<file path="src/rtl/rgbi_palette_pkg.sv">
package rgbi_palette_pkg;

    localparam int COLOR_W = 4;
    localparam int ENTRIES = 1 << COLOR_W;

    typedef logic [COLOR_W-1:0] rgbi_t;

    typedef enum logic [1:0] {
        DEPTH_16  = 2'b00,
        DEPTH_4   = 2'b01,
        DEPTH_2   = 2'b10,
        DEPTH_ALT = 2'b11
    } depth_e;

    typedef enum logic [1:0] {
        MASK_NONE = 2'b00,
        MASK_4C   = 2'b01,
        MASK_2C   = 2'b10,
        MASK_ALT  = 2'b11
    } mask_e;

    typedef struct packed {
        logic   blank;
        logic   disturb;
        rgbi_t  host_color;
        rgbi_t  lut_color;
    } out_sel_t;

    function automatic rgbi_t merge_index(rgbi_t pix, rgbi_t extra, depth_e depth);
        case (depth)
            DEPTH_4: return {extra[3:2], pix[1:0]};
            DEPTH_2: return {extra[3:1], pix[0]};
            default: return pix;
        endcase
    endfunction

    function automatic rgbi_t mask_index(rgbi_t idx, mask_e mask);
        case (mask)
            MASK_4C: return idx & 4'b0011;
            MASK_2C: return idx & 4'b0001;
            default: return idx;
        endcase
    endfunction

endpackage

</file>
<file path="src/rtl/rgbi_palette_regs.sv">
module rgbi_palette_regs
    import rgbi_palette_pkg::*;
#(
    parameter int HOST_W = 8,
    parameter logic INIT_IDENTITY = 1'b1
) (
    input  logic                        clk,
    input  logic                        rst,
    input  logic                        idx_wr,
    input  logic                        dat_wr,
    input  logic [HOST_W-1:0]           host_wdata,
    output logic [HOST_W-1:0]           addr_q,
    output logic                        pal_sel,
    output rgbi_t                       host_color,
    output logic [ENTRIES-1:0][COLOR_W-1:0] pal_q
);
    localparam int WIN_LSB = COLOR_W;
    localparam logic [HOST_W-WIN_LSB-1:0] WIN_TAG = 1;

    logic unused_hi;
    assign unused_hi = ^host_wdata[HOST_W-1:COLOR_W];

    always_ff @(posedge clk) begin
        if (rst) begin
            addr_q <= '0;
        end else if (idx_wr) begin
            addr_q <= host_wdata;
        end
    end

    assign pal_sel = (addr_q[HOST_W-1:WIN_LSB] == WIN_TAG);

    always_ff @(posedge clk) begin
        if (rst) begin
            host_color <= '0;
        end else if (dat_wr) begin
            host_color <= host_wdata[COLOR_W-1:0];
        end
    end

    for (genvar e = 0; e < ENTRIES; e++) begin : g_entry
        localparam rgbi_t RST_VAL = INIT_IDENTITY ? rgbi_t'(e) : '0;
        logic hit;
        assign hit = dat_wr && pal_sel && (addr_q[COLOR_W-1:0] == rgbi_t'(e));
        always_ff @(posedge clk) begin
            if (rst) begin
                pal_q[e] <= RST_VAL;
            end else if (hit) begin
                pal_q[e] <= host_wdata[COLOR_W-1:0];
            end
        end
    end

endmodule

</file>
<file path="src/rtl/rgbi_palette_index.sv">
module rgbi_palette_index
    import rgbi_palette_pkg::*;
(
    input  rgbi_t       pix_code,
    input  rgbi_t       mode_extra,
    input  logic [1:0]  depth_sel,
    input  logic [1:0]  mask_sel,
    output rgbi_t       lut_idx
);
    rgbi_t merged;

    always_comb begin
        merged  = merge_index(pix_code, mode_extra, depth_e'(depth_sel));
        lut_idx = mask_index(merged, mask_e'(mask_sel));
    end

endmodule

</file>
<file path="src/rtl/rgbi_palette_outmux.sv">
module rgbi_palette_outmux
    import rgbi_palette_pkg::*;
(
    input  logic     clk,
    input  logic     rst,
    input  out_sel_t sel_in,
    output rgbi_t    rgbi_out
);
    rgbi_t nxt;

    always_comb begin
        if (sel_in.blank) begin
            nxt = '0;
        end else if (sel_in.disturb) begin
            nxt = sel_in.host_color;
        end else begin
            nxt = sel_in.lut_color;
        end
    end

    always_ff @(posedge clk) begin
        if (rst) begin
            rgbi_out <= '0;
        end else begin
            rgbi_out <= nxt;
        end
    end

endmodule

</file>
<file path="src/rtl/rgbi_palette.sv">
module rgbi_palette
    import rgbi_palette_pkg::*;
#(
    parameter int HOST_W = 8,
    parameter logic INIT_IDENTITY = 1'b1
) (
    input  logic              clk,
    input  logic              rst,
    input  logic              idx_wr,
    input  logic              dat_wr,
    input  logic [HOST_W-1:0] host_wdata,
    input  logic [3:0]        pix_code,
    input  logic [3:0]        mode_extra,
    input  logic [1:0]        depth_sel,
    input  logic [1:0]        mask_sel,
    input  logic              blank,
    output logic [3:0]        rgbi_out
);
    logic [HOST_W-1:0]                addr_q;
    logic                             pal_sel;
    rgbi_t                            host_color;
    logic [ENTRIES-1:0][COLOR_W-1:0]  pal_q;
    rgbi_t                            lut_idx;
    out_sel_t                         osel;

    rgbi_palette_regs #(
        .HOST_W        (HOST_W),
        .INIT_IDENTITY (INIT_IDENTITY)
    ) regs_i (
        .clk        (clk),
        .rst        (rst),
        .idx_wr     (idx_wr),
        .dat_wr     (dat_wr),
        .host_wdata (host_wdata),
        .addr_q     (addr_q),
        .pal_sel    (pal_sel),
        .host_color (host_color),
        .pal_q      (pal_q)
    );

    rgbi_palette_index index_i (
        .pix_code   (pix_code),
        .mode_extra (mode_extra),
        .depth_sel  (depth_sel),
        .mask_sel   (mask_sel),
        .lut_idx    (lut_idx)
    );

    always_comb begin
        osel.blank      = blank;
        osel.disturb    = pal_sel;
        osel.host_color = host_color;
        osel.lut_color  = pal_q[lut_idx];
    end

    rgbi_palette_outmux outmux_i (
        .clk      (clk),
        .rst      (rst),
        .sel_in   (osel),
        .rgbi_out (rgbi_out)
    );

endmodule

</file>
<file path="config.mk">
export PLATFORM = sky130hd
export DESIGN_NAME = rgbi_palette
export DESIGN_NICKNAME = d
export VERILOG_FILES = /design/src/rtl/rgbi_palette_pkg.sv /design/src/rtl/rgbi_palette_regs.sv /design/src/rtl/rgbi_palette_index.sv /design/src/rtl/rgbi_palette_outmux.sv /design/src/rtl/rgbi_palette.sv
export SDC_FILE = /design/constraint.sdc
export NUM_CORES = 1
export LEC_CHECK = 0
export BUFFER_PORTS_ARGS = -buffer_cell sky130_fd_sc_hd__buf_2
export CORE_UTILIZATION = 35
export DETAILED_ROUTE_END_ITERATION = 6
export GPL_TIMING_DRIVEN = 1
export SETUP_SLACK_MARGIN = 0.5
export SYNTH_ARGS = -nofsm -noshare
export SYNTH_HDL_FRONTEND = slang
export SYNTH_SLANG_ARGS = --single-unit
</file>
<file path="constraint.sdc">
create_clock -name clk -period 2.3 [get_ports clk]
set_clock_uncertainty 0.2 [all_clocks]
set_input_delay 0.46 -clock clk [delete_from_list [all_inputs] [get_ports clk]]
set_output_delay 0.46 -clock clk [all_outputs]
set_load 0.03 [all_outputs]
</file>
Yosys cells after proc, flatten, opt, wreduce, memory -nomap -nowiden
Cells that the tools add are included.
{ "totals": {"ff_bits": 80, "in_bits": 25, "out_inout_bits": 4, "wordCells": 64} }
{ "classes": {"magnitude_cmp": 1, "eq_ne": 20, "n_mux": 5, "n_reduce_logical": 19} }
{ "op_table": {"columns": ["operator", "n"], "rows": [
  ["4-bit == test, second input constant", 8],
  ["1-bit logical AND", 17],
  ["4-bit binary-select mux with 4-bit select", 1],
  ["4-bit by 3-bit == test with 1-bit output, second input constant", 4],
  ["4-bit one-hot mux with 2 select lines", 2],
  ["4-bit by 1-bit == test with 1-bit output, second input constant", 2],
  ["4-bit by 2-bit == test with 1-bit output, second input constant", 2],
  ["4-bit 2-to-1 mux", 2],
  ["4-bit by 5-bit < comparator with 1-bit output, second input constant", 1],
  ["2-bit by 1-bit == test with 1-bit output, second input constant", 2],
  ["2-bit == test, second input constant", 2],
  ["4-bit logical NOT", 1],
  ["2-bit OR reduction", 1]
]} }

Depth between registers and ports, before layout
Gate-level depths: netlist of run 1.
{ "logic_depth": {"ltp_word": 6, "depth_mapped": 9} }

Hierarchy
A second synthesis of run 1 with hierarchy kept.
{ "hier_totals": {"hier_cells": 353, "hier_area_um2": 3927.5} }
{ "by_module_without_submodules": {"columns": ["module", "instances", "cells_each", "area_per_inst_um2", "seq_area_each_um2"], "rows": [
  ["rgbi_palette_regs", 1, 282, 3110.5, 1521.5],
  ["rgbi_palette", 1, 39, 554.3, 0.0],
  ["rgbi_palette_outmux", 1, 13, 145.1, 80.1],
  ["rgbi_palette_index", 1, 19, 117.6, 0.0]
]} }

Worst setup path after synthesis of run 1
OpenSTA, ideal clock, no wires.
{ "synth_path": {"path_kind": "input-to-reg", "startpoint": "in depth_sel[0]", "endpoint": "reg outmux_i.rgbi_out[1]", "setup_ps": 130, "t_arrival_ps": 2034, "path_slack_ps": -64, "cell_stages": 8, "n_path_buf": 1, "path_cell_list": "inv_1 > ha_1 > nand3b_1 > a21oi_1 > buf_2 > mux4_2 > a221oi_1 > a211oi_1"} }
{ "synth_between": {"elab_chain_cells": 6} }
{ "synth_rtl": {"columns": ["element", "line", "text"], "rows": [
  ["start: declaration", "rgbi_palette.sv:14", "input logic [1:0] depth_sel,"],
  ["2-bit == test or 2-bit by 1-bit == test with 1-bit output (tied branches)", "rgbi_palette_pkg.sv:30", "case (depth)"],
  ["4-bit one-hot mux with 2 select lines (*)", "rgbi_palette_pkg.sv:30", null],
  ["4-bit one-hot mux with 2 select lines (*)", "rgbi_palette_pkg.sv:38", "case (mask)"],
  ["4-bit binary-select mux with 4-bit select (*)", "rgbi_palette.sv:53", "osel.lut_color = pal_q[lut_idx];"],
  ["4-bit 2-to-1 mux (not written as such) (*)", "rgbi_palette.sv:53", null],
  ["4-bit 2-to-1 mux (*)", "rgbi_palette_outmux.sv:14", "end else if (sel_in.disturb) begin"],
  ["end signal: assignment", "rgbi_palette_outmux.sv:25", "rgbi_out <= nxt;"],
  ["end: declaration", "rgbi_palette_outmux.sv:7", "output rgbi_t rgbi_out"]
]} }
Mark *: on every way between the ends. The rest lies on a longest branch, timed or not. The select of a mux whose other input is x is not followed.
A chain may end at the register's enable or synchronous reset.

Worst setup path in the final report of run 1
Same ends and word-level chain as after synthesis.

==> results of run 1 <==
[state kept, by name, summed over array words and instances (netlist names)]
name	cells
regs_i.pal_q	64
outmux_i.rgbi_out	4
regs_i.host_color	4
regs_i.addr_q	8
[cells in the mapped netlist (all sizes together) (7+ instances only)]
cell    instances
nor2           53
dfxtp          80
nand2b          7
nor2b          33
mux2i          53
a211oi          8
o21ai           9
nand2          11
a211o          31
clkbuf         24
mux4           11
a21oi           9
[worst paths after layout]
kind	slack, ns	cells after the start	to	from
setup / recovery	0.30	9	outmux_i.rgbi_out[1]	depth_sel[0]
hold / removal	0.14	3	regs_i.addr_q[5]	host_wdata[5]
setup reg to reg	0.31	6	regs_i.pal_q[17]	regs_i.addr_q[6]
hold reg to reg	0.26	2	regs_i.pal_q[1]	regs_i.pal_q[1]
[placed cells by master, fill, tap and decap left out, drive strengths merged, types with 4 or more instances in the layout]
cell,synthesis,layout
mux4,11,11
a21oi,9,9
nor3,4,4
clkbuf,24,12
mux2i,53,53
o21ai,9,9
buf,5,68
a211o,31,31
a211oi,8,8
nor2b,33,33
dfxtp,80,80
nand2b,7,7
nand2,11,11
nor2,53,53
nand3,5,5
[timing repair]
item | 4_1_cts | 5_1_grt
endpoints found under the setup margin | 68 | 68
buffers inserted | 18 | 5
pin swaps | 52 | 16
endpoints found under the hold margin | 0 | 0
gates resized for setup | 26 | 8
[cells by family (layout without fill, tap and decap cells)]
group | after synthesis | in the layout | share of synthesized area [%]
adder cells (fa/ha/maj) | 3 | 3 | 1.04
buffers and inverters | 32 | 86 | 3.42
AND/OR/NAND/NOR | 121 | 121 | 17.4
multiplexers | 64 | 64 | 21.5
AO/OA/AOI/OAI | 60 | 60 | 12.4
flip-flops | 80 | 80 | 44.3
[final cells by class]
type / count / area (um^2) / share of cell area (%)
clock inverter: 3 / 90.1 / 1.95
tap: 133 / 166 / 3.59
multi-input combinational: 248 / 2070 / 44.8
inverter: 3 / 13.8 / 0.297
timing repair buffer: 68 / 538 / 11.6
clock buffer: 12 / 145 / 3.13
sequential: 80 / 1600 / 34.6
[routing by layer]
layer	up-vias	global-route usage, %	part of all wire [%]
li1	1380	-	-
met3	15	2.27	2.5
met1	1355	21.4	47
met2	47	28.3	49
met4	0	7.35	1.9
met5	-	0	0
[power by group through the flow]
stage | clock (mW) | sequential [mW] | combinational (mW)
2_1_floorplan | 0 | 1.46 | 0.188
3_3_place_gp | 0 | 1.46 | 0.279
3_5_place_dp | 0 | 1.46 | 0.284
4_1_cts | 1.25 | 1.43 | 0.308
5_1_grt | 1.31 | 1.43 | 0.339
6_report | 1.22 | 1.43 | 0.311
[worst max-delay path: stages]
cell      delay, ns
buf_8          0.10
inv_4          0.04
ha_4           0.19
nand3b_1       0.17
a21oi_2        0.20
buf_12         0.15
mux4_2         0.31
a221oi_2       0.32
a211oi_1       0.07
[metrics by stage]
step	setup WS, ns	hold slack [ns]	power, mW
floorplan	0.176	0.233	1.64
global placement	-0.0917	0.249	1.74
detailed placement	-0.102	0.255	1.74
CTS	0.313	0.130	2.99
global route	0.198	0.139	3.08
finish	0.304	0.144	2.96
==> results.md, run 1 <==
* Initial Util at 36.5%
* Hold Path Class: primary input to register
* Cell Area, Synth at 0.00362 mm^2
* Max Freq at 501 MHz
* Num rows at 36
* P_sw at 673 uW
* Dominant synthesized flop cell: dfxtp_1
* Crit path kind: primary input to register
* Leak at 1.82 nW
* Relative slew slack at 64.2%
* Die width at 104 um
* Post-synth EDFFs at 0
* First-pass DRT Iterations at 4
* CP endpoint kind: register
* CTS Sinks at 80
* Fillcell total at 967
* Pwr/cell area at 640 mW/mm^2
* Post-CTS Hold Buffers at 0
* Clk slew on worst S/H paths at 0.08 ns
* Vias in the first global route at 2781
* Sw Ratio at 22.7%
* GR Util All Layers at 16.8%
* Final setup TNS at 0 ns
* Worst EP required at 2.33 ns
* Die area at 0.0107 mm^2
* Sequential Power Share at 48.2%
* Sequential-to-total area share from yosys stat at 44.3%
* Dpl hpwl at 5630 um
* Max Root-Sink Buffers at 2
* Crit Path Max Fanout at 8
* # DRC at 0
* H-tree depth at 3
* Async SR Flop Fraction at 0%
* Initial antenna violation count at 0
* Distinct cells, synth at 27
* Largest net degree at the start of global routing at 53
* Post-synth top area share at 44.3%
* First-pass GRT wire length at 14000 um
* Max IR drop VDD at 0.420 mV
* Setup-failing EPs final at 0
* Fin crit period at 2.00 ns
* Ports at 29
* Final nets at 438
* Comb pwr share at 10.5%
* Clk pwr share at 41.3%
* Worst setup SP type: primary input
* Vias per cell at 5.11
* Slew @ Worst Pin at 0.537 ns
* CTS buffer count at 9
* DP Area at 0.00410 mm^2
* Core footprint at 0.00991 mm^2
* Via count at 2797
* Syn. warnings at 0
* CTS Root Cell: clkbuf_8
* Total grt overflow at 0
* IO buf count at 27
* Die H at 104 um
* P_int at 2.29 mW
* WL/cell at 15.6 um
* Worst Path Arrival at 2.03 ns
* Placed Instances at 509
* FF+latch count, synth at 80
* Fin area at 0.00463 mm^2
* Max Slew Vio Count at 0
* Final Core Density at 46.7%
* Crit share post-route at 86.8%
* Mapped Nets at 388
* Final hold vios at 0
* Non-Filler Instances at 547
* Cells after Synth at 360
* Clock Latency Late Sink at 0.35 ns
* Synth area leaders: dfxtp_1, mux2i_1, a211o_1
* Syn_area_per_cell at 10.1 um^2
* Cell taking the most area after synthesis: dfxtp_1
* Status: completed
* Initial DRC Count at 109
* Routed WL at 8550 um
* RSZ-0062 raised after global routing: yes
* GPL Wtd Cong at 0.814
* Layout cell share with drive strength beyond 1 at 30.0%
* Antenna-violating nets left at 0
* # diodes at 0
* Area grow syn2layout at 28.0%
* Max cap viols at 0
* CTS tree: done
Power figures use the tool's default switching activity.
==> run 2, diff against run 1 <==
--- a/config.mk
+++ b/config.mk
@@ -7,8 +7,10 @@
 export LEC_CHECK = 0
 export BUFFER_PORTS_ARGS = -buffer_cell sky130_fd_sc_hd__buf_2
 export CORE_UTILIZATION = 35
+export CTS_CLUSTER_SIZE = 16
 export DETAILED_ROUTE_END_ITERATION = 6
 export GPL_TIMING_DRIVEN = 1
+export REMOVE_ABC_BUFFERS = 1
 export SETUP_SLACK_MARGIN = 0.5
 export SYNTH_ARGS = -nofsm -noshare
 export SYNTH_HDL_FRONTEND = slang
==> run 2 against run 1 <==
Worst hold slack worse by 0.0026 ns. Non-clock buffer count is 7 higher. Routed wire length is 4.0% higher. Global-route usage is 0.32 points higher. Critical path depth is 1 higher. Total power is 8.7% lower. Clock-buffer cell count is 3 lower. Sequential power hardly changed. Worst setup slack worse by 0.041 ns. Sequential share of layout area hardly changed. Flip-flop and latch count stayed put. Highest routed layer unchanged.
==> results.md, run 2 (synthesis gave the netlist of run 1 again) <==
* Die H at 104 um
* CP most frequent cell: buf_12
* IO buf count at 27
* Non-Filler Instances at 555
* Placed Instances at 518
* Status: completed
* CTS buffer count at 9
* Path depth of the worst reg2reg path at 9
* Max Freq at 491 MHz
* GR Util All Layers at 17.1%
* CTS Sinks at 80
* Fin crit period at 2.04 ns
* Reg with most FFs: regs_i.pal_q
* Setup-failing EPs final at 0
* Leak at 1.82 nW
* Slew @ Worst Pin at 0.553 ns
* Commonest non-fill, non-tap cell in the layout: dfxtp_1
* Final Core Density at 46.8%
* Multi-input gate area at 0.00206 mm^2
* Hold Path Depth at 3
* Clk slew on worst S/H paths at 0.09 ns
* Core footprint at 0.00991 mm^2
* Post-CTS Hold Buffers at 0
* Fillcell total at 922
* Hold endpoint: regs_i.addr_q[5]
* # DRC at 0
* Worst Path Arrival at 2.06 ns
* Initial DRC Count at 120
* Buffers and inverters on the worst path at 4
* Largest net degree at the start of global routing at 30
* Critical-path top delay cell: mux4_2
* R2r setup slk at 0.28 ns
* Routed WL at 8900 um
* First-pass DRT Iterations at 6
* DP Area at 0.00405 mm^2
* Die width at 104 um
* Leading cell types in the layout, fill and taps excluded: dfxtp_1, mux2i_1, nor2_1, nor2b_1
* Crit Path Max Fanout at 5
* Clock Latency Late Sink at 0.36 ns
* Final nets at 445
* Largest registers: regs_i.pal_q x64, regs_i.addr_q x8
* Max IR drop VDD at 0.319 mV
* Pwr Total at 2.71 mW
* CTS tree: done
* Max cap viols at 0
* Ports at 29
* Crit path kind: primary input to register
* Register area at 0.00161 mm^2
* Crit share post-route at 88.5%
* Final hold vios at 0
* Worst EP required at 2.33 ns
* Vias per cell at 5.16
* CP max stage delay at 0.30 ns
* Fin area at 0.00463 mm^2
* Antenna-violating nets left at 0
* Critical Path Stages at 10
* WL/cell at 16.0 um
* Relative slew slack at 63.1%
* H-tree depth at 3
* Via count at 2866
* Max Root-Sink Buffers at 2
* Hold Path Class: primary input to register
* # diodes at 0
* Die area at 0.0107 mm^2
* CP endpoint kind: register
* CTS Root Cell: clkbuf_8
* Initial antenna violation count at 0
* Worst setup SP type: primary input
* RSZ-0062 raised after global routing: yes
* GPL Wtd Cong at 0.769
* Num rows at 36
* Final WS setup at 0.263 ns
* Total grt overflow at 0
* Largest register FFs at 64
* Layout cell share with drive strength beyond 1 at 32.5%
* Setup slack at placement at -0.243 ns
* CP Cell Sequence: buf_6 -> ha_4 -> nand3b_1 -> a21oi_2 -> buf_4 -> buf_12 -> buf_12 -> mux4_2 -> mux2i_1 -> a211oi_1
* Worst Min Path Start: host_wdata[5]
* Area grow syn2layout at 28.1%
* Largest delay share family, worst path: multiplexers
* First-pass GRT wire length at 14400 um
* RR Endpoint: regs_i.pal_q[59]
* Vias in the first global route at 2784
* Dpl hpwl at 5690 um
* Initial Util at 36.5%
* FF-to-FF Start: regs_i.addr_q[6]
* Pwr/cell area at 584 mW/mm^2
* Max Slew Vio Count at 0
run 2: cell types whose count changed in the layout (fill, tap and decap cells not counted), sizes merged:
cell,change
buf,+6
clkinvlp,+3
bufinv,-3
clkinv,+2
inv,+2
clkbuf,-2
run 2: where the power goes:
part	internal (mW)	total (mW)	leakage (nW)	switching, mW
combinational	0.155	0.339	1.09	0.183
sequential	1.40	1.43	0.650	0.0212
clock	0.399	0.942	0.0822	0.543
total	1.96	2.71	1.82	0.748
run 2: how the worst max path moves through the flow:
| stage | from | end | slack, ns |
|---|---|---|---|
| floorplan | depth_sel[0] | outmux_i.rgbi_out[0] | -0.69 |
| global route | regs_i.addr_q[6] | regs_i.pal_q[9] | 0.18 |
| global placement | depth_sel[0] | outmux_i.rgbi_out[1] | -0.20 |
| finish | depth_sel[1] | outmux_i.rgbi_out[3] | 0.26 |
| CTS | depth_sel[0] | outmux_i.rgbi_out[3] | 0.26 |
| detailed placement | depth_sel[0] | outmux_i.rgbi_out[0] | -0.24 |
run 2: through the flow:
| stage | hold slack [ns] | TNS, ns |
|---|---|---|
| 6_report | 0.141 | 0 |
| 3_5_place_dp | 0.259 | -0.907 |
| 5_1_grt | 0.140 | 0 |
| 4_1_cts | 0.129 | 0 |
| 3_3_place_gp | 0.253 | -0.659 |
| 2_1_floorplan | 0.227 | -2.62 |
run 2: tightest hold or removal path, cell delays in order:
cell and delay, ns:
buf_2 0.08, mux2i_1 0.06, nor2_1 0.07
run 2: final cells by class:
type	instances	share of cell area, %
clock buffers	9	2.67
multi-input cells	248	44.4
well taps	133	3.59
clock inverters	7	1.16
flip-flops and latches	80	34.6
inverters	3	0.297
repair buffers	75	13.3
run 2: repair_timing:
| item | in CTS | in global routing |
|---|---|---|
| resized for setup | 53 | 7 |
| gates cloned | 1 | 0 |
| setup buffers | 14 | 6 |
| setup endpoints to repair | 68 | 68 |
| pin swaps | 52 | 6 |
run 2: routing by layer:
| layer | global-route usage (%) | vias up | share of wire [%] |
|---|---|---|---|
| met3 | 2.71 | 12 | 3.7 |
| met5 | 0 | - | 0 |
| met2 | 27.9 | 64 | 48 |
| met4 | 8.06 | 0 | 1.4 |
| li1 | - | 1388 | - |
| met1 | 22.1 | 1402 | 47 |
